==> src/rtl/cfgsp_pkg.sv <==
package cfgsp_pkg;

    typedef enum logic [1:0] {
        SZ_BYTE  = 2'd0,
        SZ_WORD  = 2'd1,
        SZ_DWORD = 2'd2,
        SZ_DWALT = 2'd3
    } acc_size_e;

    localparam logic [7:0] OFS_IDS      = 8'h00;
    localparam logic [7:0] OFS_CMD      = 8'h04;
    localparam logic [7:0] OFS_CLASS    = 8'h08;
    localparam logic [7:0] OFS_WIN0     = 8'h10;
    localparam logic [7:0] OFS_WIN1     = 8'h14;
    localparam logic [7:0] OFS_IRQ_LINE = 8'h3C;
    localparam logic [7:0] OFS_TICK     = 8'h54;

    localparam int TICK_W    = 16;
    localparam int DOWN_KEEP = 12;

    // one byte operation issued by the sequencer
    typedef struct packed {
        logic       we;
        logic       re;
        logic [7:0] addr;
        logic [7:0] wdata;
    } byte_op_t;

    function automatic logic [1:0] last_lane(acc_size_e sz);
        case (sz)
            SZ_BYTE: return 2'd0;
            SZ_WORD: return 2'd1;
            default: return 2'd3;
        endcase
    endfunction

    function automatic logic [7:0] lane_of(logic [31:0] w, logic [1:0] lane);
        return w[{lane, 3'b000} +: 8];
    endfunction

    function automatic logic same_dword(logic [7:0] a, logic [7:0] base);
        return a[7:2] == base[7:2];
    endfunction

    // byte of a dword value placed at base, zero outside that dword
    function automatic logic [7:0] dword_byte(logic [7:0] a, logic [7:0] base,
                                              logic [31:0] val);
        return same_dword(a, base) ? lane_of(val, a[1:0]) : 8'h00;
    endfunction

endpackage

==> src/rtl/cfgsp_sequencer.sv <==
module cfgsp_sequencer
    import cfgsp_pkg::*;
(
    input  logic        clk,
    input  logic        rst,
    input  logic        acc_valid,
    input  logic        acc_write,
    input  logic [7:0]  acc_reg,
    input  logic [1:0]  acc_size,
    input  logic [31:0] acc_wdata,
    output byte_op_t    op,
    input  logic [7:0]  op_rdata,
    output logic        busy,
    output logic        done,
    output logic [31:0] rdata,
    output logic        win0_touch
);

    logic        busy_q, done_q, write_q, touch_acc_q, touch_q;
    logic [1:0]  lane_q, last_q;
    logic [7:0]  base_q;
    logic [31:0] wdata_q, rdata_q;
    logic [7:0]  cur_addr;
    logic        cur_win0;

    assign cur_addr = base_q + {6'd0, lane_q};
    assign cur_win0 = same_dword(cur_addr, OFS_WIN0);

    always_comb begin
        op.we    = busy_q && write_q;
        op.re    = busy_q && !write_q;
        op.addr  = cur_addr;
        op.wdata = lane_of(wdata_q, lane_q);
    end

    always_ff @(posedge clk) begin
        if (rst) begin
            busy_q      <= 1'b0;
            done_q      <= 1'b0;
            write_q     <= 1'b0;
            touch_acc_q <= 1'b0;
            touch_q     <= 1'b0;
            lane_q      <= 2'd0;
            last_q      <= 2'd0;
            base_q      <= 8'h00;
            wdata_q     <= '0;
            rdata_q     <= '0;
        end else begin
            done_q  <= 1'b0;
            touch_q <= 1'b0;
            if (!busy_q) begin
                if (acc_valid) begin
                    busy_q      <= 1'b1;
                    write_q     <= acc_write;
                    base_q      <= acc_reg;
                    wdata_q     <= acc_wdata;
                    lane_q      <= 2'd0;
                    last_q      <= last_lane(acc_size_e'(acc_size));
                    rdata_q     <= '0;
                    touch_acc_q <= 1'b0;
                end
            end else begin
                if (!write_q)
                    rdata_q[{lane_q, 3'b000} +: 8] <= op_rdata;
                if (lane_q == last_q) begin
                    busy_q  <= 1'b0;
                    done_q  <= 1'b1;
                    touch_q <= write_q && (touch_acc_q || cur_win0);
                end else begin
                    lane_q      <= lane_q + 2'd1;
                    touch_acc_q <= touch_acc_q || (write_q && cur_win0);
                end
            end
        end
    end

    assign busy       = busy_q;
    assign done       = done_q;
    assign rdata      = rdata_q;
    assign win0_touch = touch_q;

    AST_DONE_SINGLE: assert property (@(posedge clk) disable iff (rst)
        done_q |=> !done_q);
    AST_ACCEPT_BUSY: assert property (@(posedge clk) disable iff (rst)
        (acc_valid && !busy_q) |=> busy_q);
    AST_DONE_NOT_BUSY: assert property (@(posedge clk) disable iff (rst)
        done_q |-> !busy_q);

endmodule

==> src/rtl/cfgsp_byte_store.sv <==
module cfgsp_byte_store
    import cfgsp_pkg::*;
#(
    parameter logic [15:0] VENDOR_ID    = 16'hABCD,
    parameter logic [15:0] DEVICE_ID    = 16'h0042,
    parameter logic [15:0] CMD_RESET    = 16'h0002,
    parameter logic [15:0] CMD_MASK     = 16'h0403,
    parameter logic [15:0] STATUS_RESET = 16'h0080,
    parameter logic [31:0] CLASS_REV    = 32'h0400_0002,
    parameter logic [31:0] BAR0_BASE    = 32'hD000_0000,
    parameter logic [31:0] BAR0_MASK    = 32'hFF00_0000,
    parameter logic [31:0] BAR1_BASE    = 32'hE100_0000,
    parameter logic [31:0] BAR1_MASK    = 32'hFFFF_0000
) (
    input  logic        clk,
    input  logic        rst,
    input  byte_op_t    op,
    output logic [7:0]  rd_byte,
    output logic [31:0] win0_value
);

    localparam int          SPACE_BYTES = 256;
    localparam logic [31:0] WIN0_INIT   = (BAR0_BASE & 32'hFFFF_FFF0) | 32'h8;
    localparam logic [31:0] WIN1_INIT   = BAR1_BASE & 32'hFFFF_FFF0;

    logic [7:0] mem [SPACE_BYTES];

    function automatic logic [7:0] mask_at(logic [7:0] a);
        return dword_byte(a, OFS_CMD,  {16'h0000, CMD_MASK})
             | dword_byte(a, OFS_WIN0, BAR0_MASK & 32'hFFFF_FFF0)
             | dword_byte(a, OFS_WIN1, BAR1_MASK & 32'hFFFF_FFF0);
    endfunction

    function automatic logic [7:0] init_at(logic [7:0] a);
        return dword_byte(a, OFS_IDS,      {DEVICE_ID, VENDOR_ID})
             | dword_byte(a, OFS_CMD,      {STATUS_RESET, CMD_RESET})
             | dword_byte(a, OFS_CLASS,    CLASS_REV)
             | dword_byte(a, OFS_WIN0,     WIN0_INIT)
             | dword_byte(a, OFS_WIN1,     WIN1_INIT)
             | dword_byte(a, OFS_IRQ_LINE, 32'h0000_00FF);
    endfunction

    logic [7:0] cur_mask, merged;

    assign cur_mask = mask_at(op.addr);
    assign merged   = (op.wdata & cur_mask) | (mem[op.addr] & ~cur_mask);

    always_ff @(posedge clk) begin
        if (rst) begin
            for (int i = 0; i < SPACE_BYTES; i++)
                mem[i] <= init_at(8'(i));
        end else if (op.we) begin
            mem[op.addr] <= merged;
        end
    end

    assign rd_byte    = mem[op.addr];
    assign win0_value = {mem[OFS_WIN0 + 8'd3], mem[OFS_WIN0 + 8'd2],
                         mem[OFS_WIN0 + 8'd1], mem[OFS_WIN0]};

    // write history kept for the merge check
    logic       chk_we;
    logic [7:0] chk_addr, chk_old, chk_new, chk_mask;

    always_ff @(posedge clk) begin
        if (rst) begin
            chk_we   <= 1'b0;
            chk_addr <= 8'h00;
            chk_old  <= 8'h00;
            chk_new  <= 8'h00;
            chk_mask <= 8'h00;
        end else begin
            chk_we   <= op.we;
            chk_addr <= op.addr;
            chk_old  <= mem[op.addr];
            chk_new  <= op.wdata;
            chk_mask <= cur_mask;
        end
    end

    AST_MASK_KEEP_OLD: assert property (@(posedge clk) disable iff (rst)
        chk_we |-> ((mem[chk_addr] & ~chk_mask) == (chk_old & ~chk_mask)));
    AST_MASK_TAKE_NEW: assert property (@(posedge clk) disable iff (rst)
        chk_we |-> ((mem[chk_addr] & chk_mask) == (chk_new & chk_mask)));
    AST_WIN0_LOW_NIBBLE: assert property (@(posedge clk) disable iff (rst)
        win0_value[3:0] == 4'h8);

endmodule

==> src/rtl/cfgsp_tick_ctr.sv <==
module cfgsp_tick_ctr
    import cfgsp_pkg::*;
(
    input  logic       clk,
    input  logic       rst,
    input  logic       rd_en,
    input  logic [7:0] addr,
    output logic       hit,
    output logic [7:0] rd_byte
);

    logic [TICK_W-1:0] up_q, dn_q, up_n, dn_n;
    logic              advance;
    logic [31:0]       shown;

    assign advance = rd_en && (addr == OFS_TICK);
    assign up_n    = up_q + TICK_W'(1);
    assign dn_n    = dn_q - TICK_W'(1);
    assign hit     = same_dword(addr, OFS_TICK);

    always_comb begin
        if (advance)
            shown = {4'h0, dn_n[DOWN_KEEP-1:0], up_n};
        else
            shown = {4'h0, dn_q[DOWN_KEEP-1:0], up_q};
    end

    assign rd_byte = lane_of(shown, addr[1:0]);

    always_ff @(posedge clk) begin
        if (rst) begin
            up_q <= '0;
            dn_q <= '0;
        end else if (advance) begin
            up_q <= up_n;
            dn_q <= dn_n;
        end
    end

    AST_TICK_STEP: assert property (@(posedge clk) disable iff (rst)
        advance |=> (up_q == $past(up_q) + TICK_W'(1)) &&
                    (dn_q == $past(dn_q) - TICK_W'(1)));
    AST_TICK_HOLD: assert property (@(posedge clk) disable iff (rst)
        !advance |=> ($stable(up_q) && $stable(dn_q)));

endmodule

==> src/rtl/cfg_space_regfile.sv <==
module cfg_space_regfile
    import cfgsp_pkg::*;
#(
    parameter logic [15:0] VENDOR_ID    = 16'hABCD,
    parameter logic [15:0] DEVICE_ID    = 16'h0042,
    parameter logic [15:0] CMD_RESET    = 16'h0002,
    parameter logic [15:0] CMD_MASK     = 16'h0403,
    parameter logic [15:0] STATUS_RESET = 16'h0080,
    parameter logic [31:0] CLASS_REV    = 32'h0400_0002,
    parameter logic [31:0] BAR0_BASE    = 32'hD000_0000,
    parameter logic [31:0] BAR0_MASK    = 32'hFF00_0000,
    parameter logic [31:0] BAR1_BASE    = 32'hE100_0000,
    parameter logic [31:0] BAR1_MASK    = 32'hFFFF_0000,
    parameter bit          HAS_TICK_CTR = 1'b1
) (
    input  logic        clk,
    input  logic        rst,
    input  logic        cfg_valid,
    input  logic        cfg_write,
    input  logic [7:0]  cfg_reg,
    input  logic [1:0]  cfg_size,
    input  logic [31:0] cfg_wdata,
    output logic        cfg_busy,
    output logic        cfg_done,
    output logic [31:0] cfg_rdata,
    output logic        bar_upd,
    output logic [31:0] bar_base
);

    byte_op_t    op;
    logic [7:0]  op_rdata, store_byte, tick_byte;
    logic        tick_hit;
    logic [31:0] win0_value;

    cfgsp_sequencer u_seq (
        .clk        (clk),
        .rst        (rst),
        .acc_valid  (cfg_valid),
        .acc_write  (cfg_write),
        .acc_reg    (cfg_reg),
        .acc_size   (cfg_size),
        .acc_wdata  (cfg_wdata),
        .op         (op),
        .op_rdata   (op_rdata),
        .busy       (cfg_busy),
        .done       (cfg_done),
        .rdata      (cfg_rdata),
        .win0_touch (bar_upd)
    );

    cfgsp_byte_store #(
        .VENDOR_ID    (VENDOR_ID),
        .DEVICE_ID    (DEVICE_ID),
        .CMD_RESET    (CMD_RESET),
        .CMD_MASK     (CMD_MASK),
        .STATUS_RESET (STATUS_RESET),
        .CLASS_REV    (CLASS_REV),
        .BAR0_BASE    (BAR0_BASE),
        .BAR0_MASK    (BAR0_MASK),
        .BAR1_BASE    (BAR1_BASE),
        .BAR1_MASK    (BAR1_MASK)
    ) u_store (
        .clk        (clk),
        .rst        (rst),
        .op         (op),
        .rd_byte    (store_byte),
        .win0_value (win0_value)
    );

    generate
        if (HAS_TICK_CTR) begin : g_tick
            cfgsp_tick_ctr u_tick (
                .clk     (clk),
                .rst     (rst),
                .rd_en   (op.re),
                .addr    (op.addr),
                .hit     (tick_hit),
                .rd_byte (tick_byte)
            );
        end else begin : g_no_tick
            assign tick_hit  = 1'b0;
            assign tick_byte = 8'h00;
        end
    endgenerate

    assign op_rdata = tick_hit ? tick_byte : store_byte;
    assign bar_base = win0_value & 32'hFFFF_FFF0;

    AST_BAR_WITH_DONE: assert property (@(posedge clk) disable iff (rst)
        bar_upd |-> cfg_done);
    AST_BAR_ALIGNED: assert property (@(posedge clk) disable iff (rst)
        bar_upd |-> ((bar_base & ~BAR0_MASK) == 32'h0));

endmodule

==> config.mk <==
export PLATFORM = sky130hd
export DESIGN_NAME = cfg_space_regfile
export DESIGN_NICKNAME = d
export VERILOG_FILES = /design/src/rtl/cfgsp_pkg.sv /design/src/rtl/cfgsp_sequencer.sv /design/src/rtl/cfgsp_byte_store.sv /design/src/rtl/cfgsp_tick_ctr.sv /design/src/rtl/cfg_space_regfile.sv
export SDC_FILE = /design/constraint.sdc
export NUM_CORES = 2
export LEC_CHECK = 0
export BUFFER_PORTS_ARGS = -buffer_cell sky130_fd_sc_hd__buf_2
export CAP_MARGIN = 25
export CORE_UTILIZATION = 51
export DETAILED_ROUTE_END_ITERATION = 10
export GPL_ROUTABILITY_DRIVEN = 0
export PLACE_DENSITY = 0.67
export SLEW_MARGIN = 20
export SYNTH_ARGS = -nofsm -noshare
export SYNTH_HDL_FRONTEND = slang
export SYNTH_SLANG_ARGS = --single-unit
==> constraint.sdc <==
create_clock -name clk -period 12 [get_ports clk]
set_input_delay 1.8 -clock clk [delete_from_list [all_inputs] [get_ports clk]]
set_output_delay 1.8 -clock clk [all_outputs]
set_load 0.05 [all_outputs]
==> summary.md <==
| Metric | Value |
|---|---|
| Run status | finished clean |
| Std-Cell Rows | between 150 and 200 |
| Final setup fails | 0 |
| Htree depth | 4 |
| Starting Density | 51.5% |
| Wirelength, routed | 264 mm |
| Unique masters post-synth | 76 |
| # port buffers | about 110 |
| CP max FO | 134 |
| GR Overflow Total | 0 |
| Pwr dens | approximately 170 nW/um2 |
| Total track usage | between 20% and 30% |
| Largest family of logic cells by synthesized area | multiplexers |
| Most frequent cell after synthesis | nor2_1 |
| Core Footprint | 186000 um2 |
| Finished Cell Area | 105000 um2 |
| DRT Pass-1 Iters | 6 |
| Reg clk slew, reported paths | 0.06 ns |
| Final net count | 6691 |
| Count of pins over their slew limit | 0 |
| Top cell types by occurrence after synthesis | nor2_1 (2083), edfxtp_1 (2048), mux4_2 (609), nand2_1 (506), nand2b_1 (264) |
| Avg Inst Size Synth | 14.3 um2 |
| TNS Setup | 0 ns |
| Area grow syn2layout | 9.44% |
| Synth area leaders | edfxtp_1 (64%), mux4_2 (14%), nor2_1 (8.2%), dfxtp_1 (2.3%), nand2_1 (2.0%) |
| Filler cell count | 14700 |
| Peak supply drop | 0.000179 V |
| Adder-Cell Fraction of Synth Area | less than 1% |
| Synth Area in Compound Gates | around 1.8% |
| Number of global-route vias before repair | 57000 |
| Routed vias/inst | approximately 6.3 |
| F_max | 132 MHz |
| Largest net degree at the start of global routing | 175 |
| Simple-Gate Fraction of Synth Area | 13.3% |
| Final Skew | 0.0352 ns |
| Worst EP arrival | approximately 8 ns |
| HP Class | flip-flop to flip-flop |
| Initial antenna violation count | 14 |
| Number of max-cap violations | 0 |
| Synth async-reset ratio | 0% |
| I/O pins | 113 |
| Setup Crit Path Kind | flip-flop to flip-flop |
| Yosys warning count | 0 |
| Slew @ Worst Pin | between 1 and 1.5 ns |
| Global-route wire length before repair | 385 mm |
| Yosys reg bits | 2157 |
| Worst Setup End Kind | flip-flop |
| Post-CTS resize count | 0 |
| Rel. slew slack | 18.5% |
| Startpoint types | flip-flop |
| Ys flop type | edfxtp_1 |
| Die height | 435 um |
| Detailed-route DRC error count | 0 |
| Mapped Cells | 6708 |
| Die span in x | 435 um |
| CTS tree | built |
| Synthesized area | 95700 um2 |
| Via count | between 50000 and 60000 |
| CTS Buf Count | approximately 210 |
| Post-synthesis mux area share | 14.8% |
| Sink Count | between 2000 and 2500 |
| Lkg Pwr | 36.2 nW |
| Starting DRT DRC Count | 8133 |
| Post-place instance area | between 90000 and 100000 um2 |
| Post-synth top area share | 64.3% |
| Root Buffer | clkbuf_16 |
| DP HPWL | 162 mm |
| Top cell type by total area after synthesis | edfxtp_1 |
| Sequential area share after synthesis | 66.5% |
| Post-CTS Setup Inserts | 0 |
| Cts hold-fix bufs | 0 |
| Worst EP required | approximately 13 ns |
| Post-DRT Antenna Nets | 0 |
| Full die area | 189000 um2 |
| RSZ-0062 raised after global routing | no |
| CTS Buffer Depth | 3 |
| Xor and xnor fraction of the mapped netlist area | 0.339% |
| Routed wire per std cell | 28.3 um |
| Latest clock arrival within the worst-skew pair | between 0.8 and 0.9 ns |
| Fin. Hold Viols | 0 |
| Post-synth EDFFs | 2048 |
| Period utilization | 62.9% |
| Fin crit period | 7.55 ns |
| Layout cells sized above 1 | 17.5% |
[cell type report]
type                    instances  area (um2)  area share (%)
repair buffers                219        1650            1.57
diodes                          3        7.51         0.00717
well taps                    2480        3100            2.96
inverters                      20        75.1          0.0717
clock buffers                 254        5580            5.33
clock inverters               138        1260            1.21
flip-flops and latches       2157       63700            60.8
multi-input cells            4027       29400            28.1
[registers in the layout, summed over array words and instances, names as in the netlist]
signal	count
u_seq.done	1
u_seq.rdata	32
u_seq.last_q	2
u_seq.wdata_q	32
g_tick.u_tick.dn_q	12
u_seq.lane_q	2
u_seq.busy	1
u_seq.base_q	8
u_seq.write_q	1
u_store.mem	2048
g_tick.u_tick.up_q	16
u_seq.touch_acc_q	1
u_seq.win0_touch	1
[routing by layer]
metal | vias up | GRT usage (%) | share of wire, %
met4 | 8 | 10.8 | 4.4
li1 | 24500 | - | -
met2 | 3354 | 43.3 | 47
met5 | - | 0 | 0.017
met3 | 567 | 5.82 | 11
met1 | 29800 | 38.0 | 37
[logic make-up (layout without fill, tap and decap cells)]
group                    after synthesis  after routing
buffers and inverters                527            631
AO/OA/AOI/OAI                        242            242
flip-flops                          2157           2157
XOR/XNOR                              37             37
AND/OR/NAND/NOR                     3086           3086
other                                  1              7
multiplexers                         649            649
adder cells (fa/ha/maj)                9              9
[where the power goes]
| group | switching [W] | leakage (nW) | total [W] | internal (W) |
|---|---|---|---|---|
| Sequential | 0.0000774 | 21.9 | 0.00853 | 0.00845 |
| Clock | 0.00288 | 3.37 | 0.00665 | 0.00377 |
| Combinational | 0.00176 | 10.9 | 0.00245 | 0.000692 |
| Total | 0.00471 | 36.2 | 0.0176 | 0.0129 |
[worst max-delay path: stages (launching register included)]
cell and delay, ns:
dfxtp_1 0.73, inv_1 0.22, fa_4 1.28, buf_12 0.61
buf_4 0.65, mux4_2 0.42, mux2i_1 0.33, a221o_1 0.33
o221ai_1 0.31, nand4_1 0.18, buf_4 0.34, o21a_4 0.74
buf_12 0.37, nor2_1 0.11
[final timing paths]
kind / cells past startpoint / from / endpoint / slack, ns
hold / removal: 2 / u_seq.rdata[23] / u_seq.rdata[23] / 0.45
hold reg to reg: 2 / u_seq.rdata[23] / u_seq.rdata[23] / 0.45
setup / recovery: 13 / u_seq.lane_q[1] / u_store.mem[8][5] / 4.45
setup reg to reg: 13 / u_seq.lane_q[1] / u_store.mem[8][5] / 4.45
[cell usage in the layout, fill, tap and decap left out, drive strengths merged, types with 23 or more instances in the layout]
cell type and count:
nor3 41, buf 219, xnor2 31, clkbuf 254
nor2 2083, dfxtp 109, nand2 506, inv 25
mux2i 40, a21oi 67, nand3 62, mux4 609
clkinv 107, edfxtp 2048, a31oi 23, nand2b 264
nor2b 33
[stage by stage]
stage / instances / hold WS [ns] / total power (W) / setup slack (ns) / util, %
floorplan: 6711 / 0.433 / 0.0104 / 7.67 / -
global placement: 8895 / 0.434 / 0.0111 / 4.30 / 52.6
detailed placement: 8896 / 0.438 / 0.0111 / 4.23 / 52.6
CTS: 9288 / 0.452 / 0.0176 / 4.20 / 56.3
global route: 9296 / 0.476 / 0.0181 / 4.31 / 56.4
finish: 9298 / 0.446 / 0.0176 / 4.45 / 56.4
Note: power is estimated with default switching activity, not from simulation.
